<file path="src/rtl/spiwc_pkg.sv">
package spiwc_pkg;
  localparam int CTL_LSB = 16;
  localparam int CTLW    = 4;
  localparam int WRW     = CTL_LSB + CTLW;

  typedef enum logic [1:0] {
    A_DATCTL = 2'd0,
    A_DATA   = 2'd1,
    A_CTL    = 2'd2,
    A_CFG    = 2'd3
  } addr_e;

  // packed MSB first: sel_off lands on the lowest bit
  typedef struct packed {
    logic rx_ign;
    logic eof;
    logic eot;
    logic sel_off;
  } ctl_t;

  typedef enum logic [2:0] {
    S_IDLE, S_SETUP, S_HI, S_LO, S_LAST, S_TDLY, S_FDLY
  } st_e;
endpackage

</file>
<file path="src/rtl/spiwc_regs.sv">
module spiwc_regs
  import spiwc_pkg::*;
#(
  parameter int DW   = 16,
  parameter int LENW = 4,
  parameter int DLYW = 4
) (
  input  logic            clk,
  input  logic            rst_n,
  input  logic            wr_en,
  input  logic [1:0]      wr_addr,
  input  logic [WRW-1:0]  wr_data,
  input  logic            take,
  output logic            tx_full,
  output logic [DW-1:0]   tx_data,
  output ctl_t            tx_ctl,
  output logic [LENW-1:0] len_m1,
  output logic [DLYW-1:0] xdly,
  output logic [DLYW-1:0] fdly,
  output logic            tx_err
);
  localparam int CFGW = LENW + 2*DLYW;

  logic            full_q, full_d;
  logic [DW-1:0]   data_q, data_d;
  ctl_t            ent_q, ent_d, last_q, last_d;
  logic [LENW-1:0] len_q, len_d;
  logic [DLYW-1:0] xd_q, xd_d, fd_q, fd_d;
  logic            err_q, err_d;
  ctl_t            wr_ctl;
  addr_e           addr;
  logic            cfg_unused;

  assign wr_ctl     = ctl_t'(wr_data[CTL_LSB +: CTLW]);
  assign addr       = addr_e'(wr_addr);
  assign cfg_unused = ^wr_data[WRW-1:CFGW];

  always_comb begin
    full_d = full_q;
    data_d = data_q;
    ent_d  = ent_q;
    last_d = last_q;
    len_d  = len_q;
    xd_d   = xd_q;
    fd_d   = fd_q;
    err_d  = err_q;
    if (take) full_d = 1'b0;
    if (wr_en) begin
      unique case (addr)
        A_DATCTL, A_DATA: begin
          if (!full_q || take) begin
            full_d = 1'b1;
            data_d = wr_data[DW-1:0];
            if (addr == A_DATCTL) begin
              ent_d  = wr_ctl;
              last_d = wr_ctl;
            end else begin
              ent_d  = last_q;
            end
          end else begin
            err_d = 1'b1;
          end
        end
        A_CTL: last_d = wr_ctl;
        A_CFG: begin
          len_d = wr_data[LENW-1:0];
          xd_d  = wr_data[LENW +: DLYW];
          fd_d  = wr_data[LENW+DLYW +: DLYW];
        end
        default: ;
      endcase
    end
  end

  always_ff @(posedge clk or negedge rst_n) begin
    if (!rst_n) begin
      full_q <= 1'b0;
      data_q <= '0;
      ent_q  <= '0;
      last_q <= '0;
      len_q  <= '1;
      xd_q   <= '0;
      fd_q   <= '0;
      err_q  <= 1'b0;
    end else begin
      full_q <= full_d;
      data_q <= data_d;
      ent_q  <= ent_d;
      last_q <= last_d;
      len_q  <= len_d;
      xd_q   <= xd_d;
      fd_q   <= fd_d;
      err_q  <= err_d;
    end
  end

  assign tx_full = full_q;
  assign tx_data = data_q;
  assign tx_ctl  = ent_q;
  assign len_m1  = len_q;
  assign xdly    = xd_q;
  assign fdly    = fd_q;
  assign tx_err  = err_q;

  // the error flag never clears once set
  a_r11_err_sticky: assert property (@(posedge clk) disable iff (!rst_n)
    err_q |=> err_q);
  // a write into a full, undrained register leaves the entry as it was
  a_r11_reject_full: assert property (@(posedge clk) disable iff (!rst_n)
    (wr_en && !wr_addr[1] && full_q && !take) |=> (err_q && full_q && $stable(data_q)));
endmodule

</file>
<file path="src/rtl/spiwc_engine.sv">
module spiwc_engine
  import spiwc_pkg::*;
#(
  parameter int DW   = 16,
  parameter int LENW = 4,
  parameter int DLYW = 4
) (
  input  logic            clk,
  input  logic            rst_n,
  input  logic            tx_full,
  input  logic [DW-1:0]   tx_data,
  input  ctl_t            tx_ctl,
  input  logic [LENW-1:0] len_m1,
  input  logic [DLYW-1:0] xdly,
  input  logic [DLYW-1:0] fdly,
  input  logic            rx_full,
  input  logic            miso,
  output logic            take,
  output logic            rx_push,
  output logic [DW-1:0]   rx_word,
  output logic            sck,
  output logic            mosi,
  output logic            sel
);
  localparam int CNTW = (LENW > DLYW) ? LENW : DLYW;

  st_e             st_q, st_d;
  logic [CNTW-1:0] cnt_q, cnt_d;
  logic [DW-1:0]   sh_q, sh_d, rsh_q, rsh_d;
  ctl_t            ctl_q, ctl_d;
  logic [LENW-1:0] len_q, len_d;
  logic            sel_q, sel_d;
  logic            sck_q, sck_d;

  always_comb begin
    st_d    = st_q;
    cnt_d   = cnt_q;
    sh_d    = sh_q;
    rsh_d   = rsh_q;
    ctl_d   = ctl_q;
    len_d   = len_q;
    sel_d   = sel_q;
    take    = 1'b0;
    rx_push = 1'b0;
    unique case (st_q)
      S_IDLE: begin
        if (tx_full && (tx_ctl.rx_ign || !rx_full)) begin
          take  = 1'b1;
          sh_d  = tx_data;
          rsh_d = '0;
          ctl_d = tx_ctl;
          len_d = len_m1;
          cnt_d = CNTW'(len_m1);
          sel_d = !tx_ctl.sel_off;
          st_d  = S_SETUP;
        end
      end
      S_SETUP: st_d = S_HI;
      S_HI: begin
        rsh_d = {rsh_q[DW-2:0], miso};
        if (cnt_q == '0) begin
          st_d = S_LAST;
        end else begin
          sh_d  = {sh_q[DW-2:0], 1'b0};
          cnt_d = cnt_q - 1'b1;
          st_d  = S_LO;
        end
      end
      S_LO: st_d = S_HI;
      S_LAST: begin
        rx_push = !ctl_q.rx_ign;
        if (ctl_q.eot) sel_d = 1'b0;
        if (ctl_q.eot && xdly != '0) begin
          st_d  = S_TDLY;
          cnt_d = CNTW'(xdly);
        end else if (ctl_q.eof && fdly != '0) begin
          st_d  = S_FDLY;
          cnt_d = CNTW'(fdly);
        end else begin
          st_d  = S_IDLE;
        end
      end
      S_TDLY: begin
        if (cnt_q == CNTW'(1)) begin
          if (ctl_q.eof && fdly != '0) begin
            st_d  = S_FDLY;
            cnt_d = CNTW'(fdly);
          end else begin
            st_d  = S_IDLE;
          end
        end else begin
          cnt_d = cnt_q - 1'b1;
        end
      end
      S_FDLY: begin
        if (cnt_q == CNTW'(1)) st_d = S_IDLE;
        else                   cnt_d = cnt_q - 1'b1;
      end
      default: st_d = S_IDLE;
    endcase
    sck_d = (st_d == S_HI);
  end

  always_ff @(posedge clk or negedge rst_n) begin
    if (!rst_n) begin
      st_q  <= S_IDLE;
      cnt_q <= '0;
      sh_q  <= '0;
      rsh_q <= '0;
      ctl_q <= '0;
      len_q <= '0;
      sel_q <= 1'b0;
      sck_q <= 1'b0;
    end else begin
      st_q  <= st_d;
      cnt_q <= cnt_d;
      sh_q  <= sh_d;
      rsh_q <= rsh_d;
      ctl_q <= ctl_d;
      len_q <= len_d;
      sel_q <= sel_d;
      sck_q <= sck_d;
    end
  end

  assign sck     = sck_q;
  assign mosi    = sh_q[len_q];
  assign sel     = sel_q;
  assign rx_word = rsh_q;

  // data out is already settled when SCK rises
  a_r2_mosi_steady: assert property (@(posedge clk) disable iff (!rst_n)
    $rose(sck_q) |-> $stable(mosi));
  // select only turns on as a word is loaded
  a_r4_sel_on_load: assert property (@(posedge clk) disable iff (!rst_n)
    $rose(sel_q) |-> (st_q == S_SETUP));
  // end-of-transfer drops select after the last bit
  a_r5_eot_release: assert property (@(posedge clk) disable iff (!rst_n)
    (st_q == S_LAST && ctl_q.eot) |=> !sel_q);
  // without end-of-transfer the select level survives the word end
  a_r6_sel_kept: assert property (@(posedge clk) disable iff (!rst_n)
    (st_q == S_LAST && !ctl_q.eot) |=> (sel_q == $past(sel_q)));
  // a kept-data word waits for the receive register to empty
  a_r9_stall: assert property (@(posedge clk) disable iff (!rst_n)
    (st_q == S_IDLE && rx_full && !tx_ctl.rx_ign) |=> (st_q == S_IDLE && !sck_q));
endmodule

</file>
<file path="src/rtl/spiwc_rxhold.sv">
module spiwc_rxhold #(
  parameter int DW = 16
) (
  input  logic          clk,
  input  logic          rst_n,
  input  logic          push,
  input  logic [DW-1:0] word,
  input  logic          rd,
  output logic [DW-1:0] data,
  output logic          valid
);
  logic [DW-1:0] data_q, data_d;
  logic          valid_q, valid_d;

  always_comb begin
    data_d  = data_q;
    valid_d = valid_q;
    if (rd)   valid_d = 1'b0;
    if (push) begin
      valid_d = 1'b1;
      data_d  = word;
    end
  end

  always_ff @(posedge clk or negedge rst_n) begin
    if (!rst_n) begin
      data_q  <= '0;
      valid_q <= 1'b0;
    end else begin
      data_q  <= data_d;
      valid_q <= valid_d;
    end
  end

  assign data  = data_q;
  assign valid = valid_q;

  // the engine never delivers into a full register
  a_r3_push_empty: assert property (@(posedge clk) disable iff (!rst_n)
    push |-> !valid_q);
  // a read with no new word leaves the register empty
  a_r3_rd_clears: assert property (@(posedge clk) disable iff (!rst_n)
    (rd && !push) |=> !valid_q);
endmodule

</file>
<file path="src/rtl/spi_wordctl_master.sv">
module spi_wordctl_master
  import spiwc_pkg::*;
#(
  parameter int DW   = 16,
  parameter int LENW = 4,
  parameter int DLYW = 4
) (
  input  logic           clk,
  input  logic           rst_n,
  input  logic           wr_en,
  input  logic [1:0]     wr_addr,
  input  logic [WRW-1:0] wr_data,
  input  logic           rx_rd,
  output logic [DW-1:0]  rx_data,
  output logic           rx_valid,
  output logic           tx_ready,
  output logic           tx_err,
  output logic           sck,
  output logic           mosi,
  input  logic           miso,
  output logic           ssel_n
);
  logic [1:0]      rst_sync_q;
  logic            rst_int_n;
  logic            take, tx_full, rx_push, sel;
  logic [DW-1:0]   tx_data, rx_word;
  ctl_t            tx_ctl;
  logic [LENW-1:0] len_m1;
  logic [DLYW-1:0] xdly, fdly;

  always_ff @(posedge clk or negedge rst_n) begin
    if (!rst_n) rst_sync_q <= 2'b00;
    else        rst_sync_q <= {rst_sync_q[0], 1'b1};
  end
  assign rst_int_n = rst_sync_q[1];

  spiwc_regs #(.DW(DW), .LENW(LENW), .DLYW(DLYW)) u_regs (
    .clk(clk), .rst_n(rst_int_n), .wr_en(wr_en), .wr_addr(wr_addr),
    .wr_data(wr_data), .take(take), .tx_full(tx_full), .tx_data(tx_data),
    .tx_ctl(tx_ctl), .len_m1(len_m1), .xdly(xdly), .fdly(fdly), .tx_err(tx_err)
  );

  spiwc_engine #(.DW(DW), .LENW(LENW), .DLYW(DLYW)) u_engine (
    .clk(clk), .rst_n(rst_int_n), .tx_full(tx_full), .tx_data(tx_data),
    .tx_ctl(tx_ctl), .len_m1(len_m1), .xdly(xdly), .fdly(fdly),
    .rx_full(rx_valid), .miso(miso), .take(take), .rx_push(rx_push),
    .rx_word(rx_word), .sck(sck), .mosi(mosi), .sel(sel)
  );

  spiwc_rxhold #(.DW(DW)) u_rx (
    .clk(clk), .rst_n(rst_int_n), .push(rx_push), .word(rx_word),
    .rd(rx_rd), .data(rx_data), .valid(rx_valid)
  );

  assign tx_ready = !tx_full;
  assign ssel_n   = !sel;
endmodule

</file>
<file path="config.mk">
export PLATFORM = sky130hd
export DESIGN_NAME = spi_wordctl_master
export DESIGN_NICKNAME = d
export VERILOG_FILES = /design/src/rtl/spiwc_pkg.sv /design/src/rtl/spiwc_regs.sv /design/src/rtl/spiwc_engine.sv /design/src/rtl/spiwc_rxhold.sv /design/src/rtl/spi_wordctl_master.sv
export SDC_FILE = /design/constraint.sdc
export NUM_CORES = 1
export LEC_CHECK = 0
export ABC_AREA = 1
export BUFFER_PORTS_ARGS = -buffer_cell sky130_fd_sc_hd__buf_2
export CAP_MARGIN = 5
export CELL_PAD_IN_SITES_DETAIL_PLACEMENT = 1
export CELL_PAD_IN_SITES_GLOBAL_PLACEMENT = 2
export CORE_ASPECT_RATIO = 0.6
export CORE_MARGIN = 3
export CORE_UTILIZATION = 32
export DETAILED_ROUTE_END_ITERATION = 16
export PLACE_DENSITY = 0.72
export SYNTH_ARGS = -nofsm -noshare
export SYNTH_HDL_FRONTEND = slang
export SYNTH_SLANG_ARGS = --single-unit
export TNS_END_PERCENT = 30
</file>
<file path="constraint.sdc">
create_clock -name clk -period 3.2 [get_ports clk]
set_input_delay 0 -clock clk [delete_from_list [all_inputs] [get_ports clk]]
set_output_delay 0 -clock clk [all_outputs]
set_load 0.01 [all_outputs]
</file>
==> reports/results.tsv, run 1 <==
stage	metric	value	unit
outcome	status	finished with violations	
outcome	violations	negative hold slack	
synthesis	postSynthCellCount	545	
synthesis	synth.distinct_cells	32	
worst_setup_path	arrival	2.48	ns
drt	via_per_inst	4.694	
synthesis	syn_area	4726	um^2
grt	antenna_found_initial	0	
place	placed_area	5125	um^2
cts	clk_latency	0.35	ns
synthesis	synthTopCellsByCount	nand2_1 (155), dfrtp_1 (101), o21ai_0 (70)	
grt	grt_max_degree	67	
synthesis	synth_top_cells_by_area	dfrtp_1 (53%), nand2_1 (12%), o21ai_0 (7.4%)	
synthesis	synth_compound_area_share	15.51	%
worst_setup_path	worst_setup_path_end_kind	register	
timing	fin_crit	2.229	ns
drt	remaining_drc_errors	0	
timing	clock_skew	0.009545	ns
synthesis	synth_ff_type	dfrtp_1	
synthesis	yosys.cell_count.top_type	nand2_1	
timing	finalCritPeriodShare	69.64	%
floorplanning	placementRows	33	
worst_setup_path	r2r_start	u_engine.st_q[2]$_DFF_PN0_	
worst_setup_path	r2r_cells	4	
cts	cts-root-buf	clkbuf_16	
cts	cts.sinks	105	
final_layout	multi_input_area	1722	um^2
timing	relSlewSlack	39.13	%
timing	whs	-0.02196	ns
worst_hold_path	min_path_type	input pin to register	
power	combPwrFrac	37.6	%
timing	timing.fmax	448.7	MHz
final_layout	antenna_cells	0	
synthesis	syn_nets	575	
timing	drv_slew	0	
worst_setup_path	critPathCapture	u_engine.rx_word[0]$_DFFE_PN0P_	
drt	finalWirelength	12.01	mm
power	powerDensity	959.0	nW/um^2
grt	grt_use_total	15.78	%
timing	setup_tns	0	ns
synthesis	synth_top_family_by_area	simple AND/OR/NAND/NOR gates	
power	pwr-share-clk	22.4	%
floorplanning	die_w	162.9	um
final_layout	n_fill_cell	1671	
drt	dr.pass1.iters	4	
worst_setup_path	reg2reg_slack	0.97	ns
synthesis	synth_xor_area_share	0.1853	%
timing	hold_viol	1	
floorplanning	num_io_pins	49	
drt	first_iter_violations	137	
power	netSwitchingPower	2.228	mW
drt	antenna_left	0	
power	power_leakage	2.780	nW
cts	cts_resized	0	
job	drv_cap	0	
place	gp_congestion	0.8496	
floorplanning	die_h	100.1	um
timing	setup_viol	0	
worst_setup_path	timing.rr.end	u_engine.rx_word[0]$_DFFE_PN0P_	
place	hpwl	8.733	mm
final_layout	drive_above_1_share	16.59	%
floorplanning	core_area	14040	um^2
floorplanning	initial_core_util	33.66	%
cts	path_clk_slew	0.07	ns
synthesis	yosys.area_share.simple	18.67	%
drt	dr_total_vias	3788	
grt	overflow	0	
synthesis	ys_seq_area_share	55.71	%
final_layout	final_cell_area	5712	um^2
timing	grt_setup_unrepaired	no	
power	power.internal	3.249	mW
worst_setup_path	worstPathMaxFanout	19	
worst_hold_path	hold_path_startpoint	miso	
power	pwr-share-seq	40.0	%
final_layout	ff_latch_area	2636	um^2
cts	cts_made_buffers	9	
synthesis	synthDominantCellAreaShare	53.48	%
cts	tritoncts	yes	
worst_setup_path	startpoint	u_engine.st_q[2]$_DFF_PN0_	
grt	grt_first_pass_wirelength	20.51	mm
final_layout	final_util	40.69	%
worst_setup_path	path_class	register to register	
power	worst_ir_drop_vdd	0.0002980	V
synthesis	async_flop_share	100.0	%
worst_setup_path	start_kind	register	
synthesis	avgSynthCellArea	8.671	um^2
place	portBuffers	48	
synthesis	synthAdderAreaFrac	0.7943	%
synthesis	ys_ff_latch	105	
drt	wl_per_cell	14.88	um
floorplanning	dieArea	16310	um^2
worst_setup_path	required	3.45	ns
final_layout	nets	640	
timing	tightest_slew	0.9108	ns
power	p_sw_share	40.68	%
synthesis	synthMuxAreaShare	1.191	%
grt	grt_pass1_vias	4022	
cts	h-tree-depth	3	
synthesis	synth_top_area_cell	dfrtp_1	
synthesis	yosysWarnings	0	
final_layout	synthToLayoutAreaGrowth	20.86	%
synthesis	synth-edff-count	0	
cts	cts.path.max_buffers	2	
through the flow:
stage                     worst slack [ns]  hold WS, ns  std cells  power (mW)
after floorplan                    0.06544      -0.2956        545       3.617
after global placement               1.081      -0.2149        766       4.172
after detailed placement             1.026      -0.2130        766       4.259
after CTS                           0.9625     0.009794        807       5.559
after global routing                0.7091     0.004355        807       5.966
final                               0.9714     -0.02196        807       5.478
power groups by stage:
stage               Clock, mW  Sequential [mW]  Combinational, mW
finish                   1.23             2.19               2.06
global route             1.33             2.27               2.37
CTS                      1.27             2.20               2.09
detailed placement          0             2.21               2.04
global placement            0             2.20               1.97
floorplan                   0             2.12               1.50
flip-flops by register name, indices dropped and copies added (netlist names):
register	count
u_rx.valid	1
u_engine.sh_q	16
u_engine.cnt_q	4
u_regs.last_q	4
u_regs.fdly	4
u_regs.xdly	4
u_regs.tx_ctl	4
u_engine.len_q	4
rst_sync_q	2
u_regs.tx_data	16
u_rx.data	16
u_engine.sck	1
u_engine.ctl_q	3
u_engine.st_q	3
u_regs.tx_full	1
u_engine.rx_word	16
u_engine.sel	1
u_regs.len_m1	4
u_regs.tx_err	1
critical path, cell delays in order, from the launching register on:
cell     delay (ns)
dfrtp_1        0.56
nor2_1         0.15
nand2_1        0.54
nand2_1        0.56
o21ai_0        0.33
cell usage in the layout (no fill, tap or decap), types with 4 or more instances in the layout:
cell and count:
buf_2 48, inv_1 64, mux2_2 5, dfstp_2 4
o211ai_1 4, o21ai_2 16, nor2_1 28, nand3_1 22
dfrtp_1 100, o21ai_1 6, dlygate4sd3_1 25, o22ai_1 15
a21oi_1 11, o21ai_0 70, clkbuf_16 9, nand2_1 155
nand4_1 6
layer usage:
layer	wire [um]	global-route usage, %
met3	385	3.670
met1	6569	23.82
met2	4929	23.06
met4	126	3.509
met5	0	0
worst min path at each step:
stage | slack [ns] | cells after the start | endpoint
floorplan | -0.30 | 0 | rst_sync_q[0]$_DFF_PN0_
global placement | -0.21 | 1 | rst_sync_q[0]$_DFF_PN0_
detailed placement | -0.21 | 1 | rst_sync_q[1]$_DFF_PN0_
CTS | 0.01 | 3 | u_engine.rx_word[0]$_DFFE_PN0P_
global route | 0.004 | 3 | u_engine.rx_word[0]$_DFFE_PN0P_
finish | -0.02 | 3 | u_engine.rx_word[0]$_DFFE_PN0P_
kinds of logic (layout without fill, tap and decap cells):
family | count (synthesis) | after routing
AO/OA/AOI/OAI | 125 | 125
XOR/XNOR | 1 | 1
multiplexers | 5 | 5
buffers and inverters | 88 | 158
flip-flops | 105 | 105
adder cells (fa/ha/maj) | 3 | 3
other | 1 | 1
AND/OR/NAND/NOR | 217 | 217
area by class of cell:
type,count,area share (%)
clock buffer,9,3.943
clock inverter,7,1.950
timing repair buffer,77,9.332
tap,192,4.206
inverter,65,4.272
multi-input combinational,352,30.14
sequential,105,46.16
what timing repair did:
action | 4_1_cts | 5_1_grt
hold buffers | 25 | 0
hold endpoints to repair | 36 | 0
setup buffers | 0 | 0
endpoints found under the setup margin | 0 | 0
Note: power is estimated with default switching activity, not from simulation.
==> run 2, diff against run 1 <==
Settings changed: CORE_UTILIZATION 32 to 36, PLACE_DENSITY 0.72 to 0.76.
Clock period 3.2 ns to 2.3 ns, I/O delays scaled along.
==> run 2 against run 1 <==
Compared with the run above:
- the flow now finishes without violations
- sequential cell count unchanged
- fmax increased by 9.3%
- die area decreased by 11%
- worst setup slack got worse by 0.71 ns
- non-clock buffer count increased by 7
- core utilization increased by 5.3 points
- clock-buffer cell count increased by 1
- critical endpoint is now u_regs.tx_full$_DFF_PN0_
- largest power group unchanged
==> reports/results.tsv, run 2 (same netlist as run 1, synthesis figures left out) <==
stage	metric	value	unit
floorplanning	die_h	94.75	um
timing	fin_crit	2.038	ns
power	pwr-share-clk	21.2	%
drt	dr_total_vias	3792	
worst_setup_path	slowest_delay	0.56	ns
final_layout	final_util	45.96	%
power	netSwitchingPower	3.070	mW
power	total_power	7.560	mW
final_layout	antenna_cells	0	
job	drv_cap	0	
grt	grt_max_degree	37	
timing	clock_skew	0.01061	ns
floorplanning	dieArea	14580	um^2
power	p_sw_share	40.61	%
worst_setup_path	slowest_stage	dlygate4sd3_1	
cts	cts.path.max_buffers	2	
place	gp_congestion	0.8122	
grt	overflow	0	
final_layout	n_fill_cell	1460	
timing	setup_tns	0	ns
final_layout	nets	647	
grt	antenna_found_initial	0	
grt	grt_pass1_vias	3869	
drt	remaining_drc_errors	0	
final_layout	multi_input_area	1722	um^2
drt	first_iter_violations	203	
power	power_leakage	2.800	nW
power	pwr-share-seq	40.1	%
worst_hold_path	min_path_type	input pin to register	
drt	wl_per_cell	15.17	um
final_layout	final_cell_mix	nand2_1 (155), dfrtp_1 (100), o21ai_0 (70)	
drt	antenna_left	0	
timing	setup_viol	0	
cts	cts.sinks	105	
cts	clk_latency	0.35	ns
place	hpwl	8.691	mm
place	place_ws	0.3613	ns
worst_setup_path	required	2.53	ns
worst_setup_path	worst_setup_path_end_kind	register	
timing	tightest_slew	0.5149	ns
cts	path_clk_slew	0.08	ns
outcome	status	finished, final reports clean	
floorplanning	core_area	12450	um^2
cts	cts-root-buf	clkbuf_16	
timing	finalCritPeriodShare	88.63	%
power	worst_ir_drop_vdd	0.0004371	V
final_layout	synthToLayoutAreaGrowth	21.07	%
cts	h-tree-depth	3	
worst_setup_path	start_kind	register	
power	combPwrFrac	38.7	%
grt	grt_use_total	17.34	%
cts	cts_made_buffers	9	
floorplanning	die_w	153.9	um
timing	layout_setup_ws	0.2616	ns
worst_hold_path	hold_path_startpoint	wr_addr[0]	
final_layout	drive_above_1_share	17.36	%
floorplanning	placementRows	31	
power	power.internal	4.489	mW
cts	tritoncts	yes	
drt	finalWirelength	11.94	mm
timing	timing.fmax	490.6	MHz
timing	grt_setup_unrepaired	no	
worst_setup_path	arrival	2.27	ns
final_layout	layout_commonest_cell	nand2_1	
drt	via_per_inst	4.818	
floorplanning	initial_core_util	37.96	%
timing	whs	0.04020	ns
timing	hold_viol	0	
grt	grt_first_pass_wirelength	19.98	mm
worst_setup_path	r2r_start	u_engine.st_q[1]$_DFF_PN0_	
worst_setup_path	cp_cell_sequence	inv_2 -> nand2_1 -> nor2_1 -> nand2_2 -> nand2_4 -> o21ai_0 -> dlygate4sd3_1	
worst_setup_path	startpoint	u_engine.st_q[1]$_DFF_PN0_	
timing	drv_slew	0	
worst_setup_path	worstPathMaxFanout	7	
worst_setup_path	path_class	register to register	
timing	relSlewSlack	65.67	%
drt	dr.pass1.iters	4	
power	powerDensity	1321	nW/um^2
worst_setup_path	crit_family	buffers and inverters	
final_layout	ff_latch_area	2636	um^2
worst_setup_path	cp.buffers_inverters	2	
floorplanning	num_io_pins	49	
place	portBuffers	48	
[run 2: cell types whose count changed in the layout (fill, tap and decap cells not counted), sizes merged]
| cell | change |
|---|---|
| buf | +6 |
| bufinv | -1 |
| clkbuf | +1 |
| clkinv | -1 |
| clkinvlp | +2 |
| dlygate4sd3 | +1 |
| inv | -1 |
[run 2: what timing repair did]
item | CTS | global route
setup buffers | 0 | 0
resized for setup | 0 | 0
endpoints found under the hold margin | 36 | 0
hold buffers | 26 | 0
[run 2: worst paths after layout]
check	to	slack, ns	depth (start not counted)
max in group asynchronous	u_regs.len_m1[1]$_DFFE_PN1P_	1.35	1
max reg2reg	u_regs.tx_full$_DFF_PN0_	0.26	7
min reg2reg	u_rx.data[9]$_DFFE_PN0P_	0.30	0
max	u_regs.tx_full$_DFF_PN0_	0.26	7
min	u_regs.last_q[0]$_DFFE_PN0P_	0.04	4
min in group asynchronous	u_rx.data[9]$_DFFE_PN0P_	0.30	0
[run 2: cell type report]
| class | instances | share of cell area, % |
|---|---|---|
| Inverter | 65 | 4.264 |
| Multi-Input combinational cell | 352 | 30.09 |
| Tap cell | 165 | 3.608 |
| Clock inverter | 6 | 1.290 |
| Timing Repair Buffer | 84 | 10.50 |
| Sequential cell | 105 | 46.07 |
| Clock buffer | 10 | 4.177 |
[run 2: worst register-to-register path, stage by stage, from the launching register on]
cell and delay, ns:
dfrtp_1 0.46, inv_2 0.15, nand2_1 0.07, nor2_1 0.21, nand2_2 0.21, nand2_4 0.17, o21ai_0 0.10, dlygate4sd3_1 0.56
[run 2: routing by layer]
layer | vias up | part of all wire [%] | track usage [%]
li1 | 1902 | - | -
met1 | 1818 | 55 | 27.03
met4 | 0 | 0.49 | 4.262
met3 | 6 | 4.2 | 3.617
met2 | 66 | 40 | 24.42
met5 | - | 0 | 0
[run 2: power by group through the flow]
| stage | combinational (mW) | clock, mW | sequential (mW) |
|---|---|---|---|
| after floorplan | 2.09 | 0 | 2.95 |
| after global placement | 2.82 | 0 | 3.04 |
| after detailed placement | 2.90 | 0 | 3.06 |
| after CTS | 2.96 | 1.65 | 3.04 |
| after global routing | 3.37 | 1.73 | 3.13 |
| final | 2.93 | 1.60 | 3.03 |
[run 2: through the flow]
step           cell area, um^2  instances
6_report                  5722        787
4_1_cts                   5722        787
3_5_place_dp              5149        745
5_1_grt                   5722        787
3_3_place_gp              5149        745
2_1_floorplan             4727        545
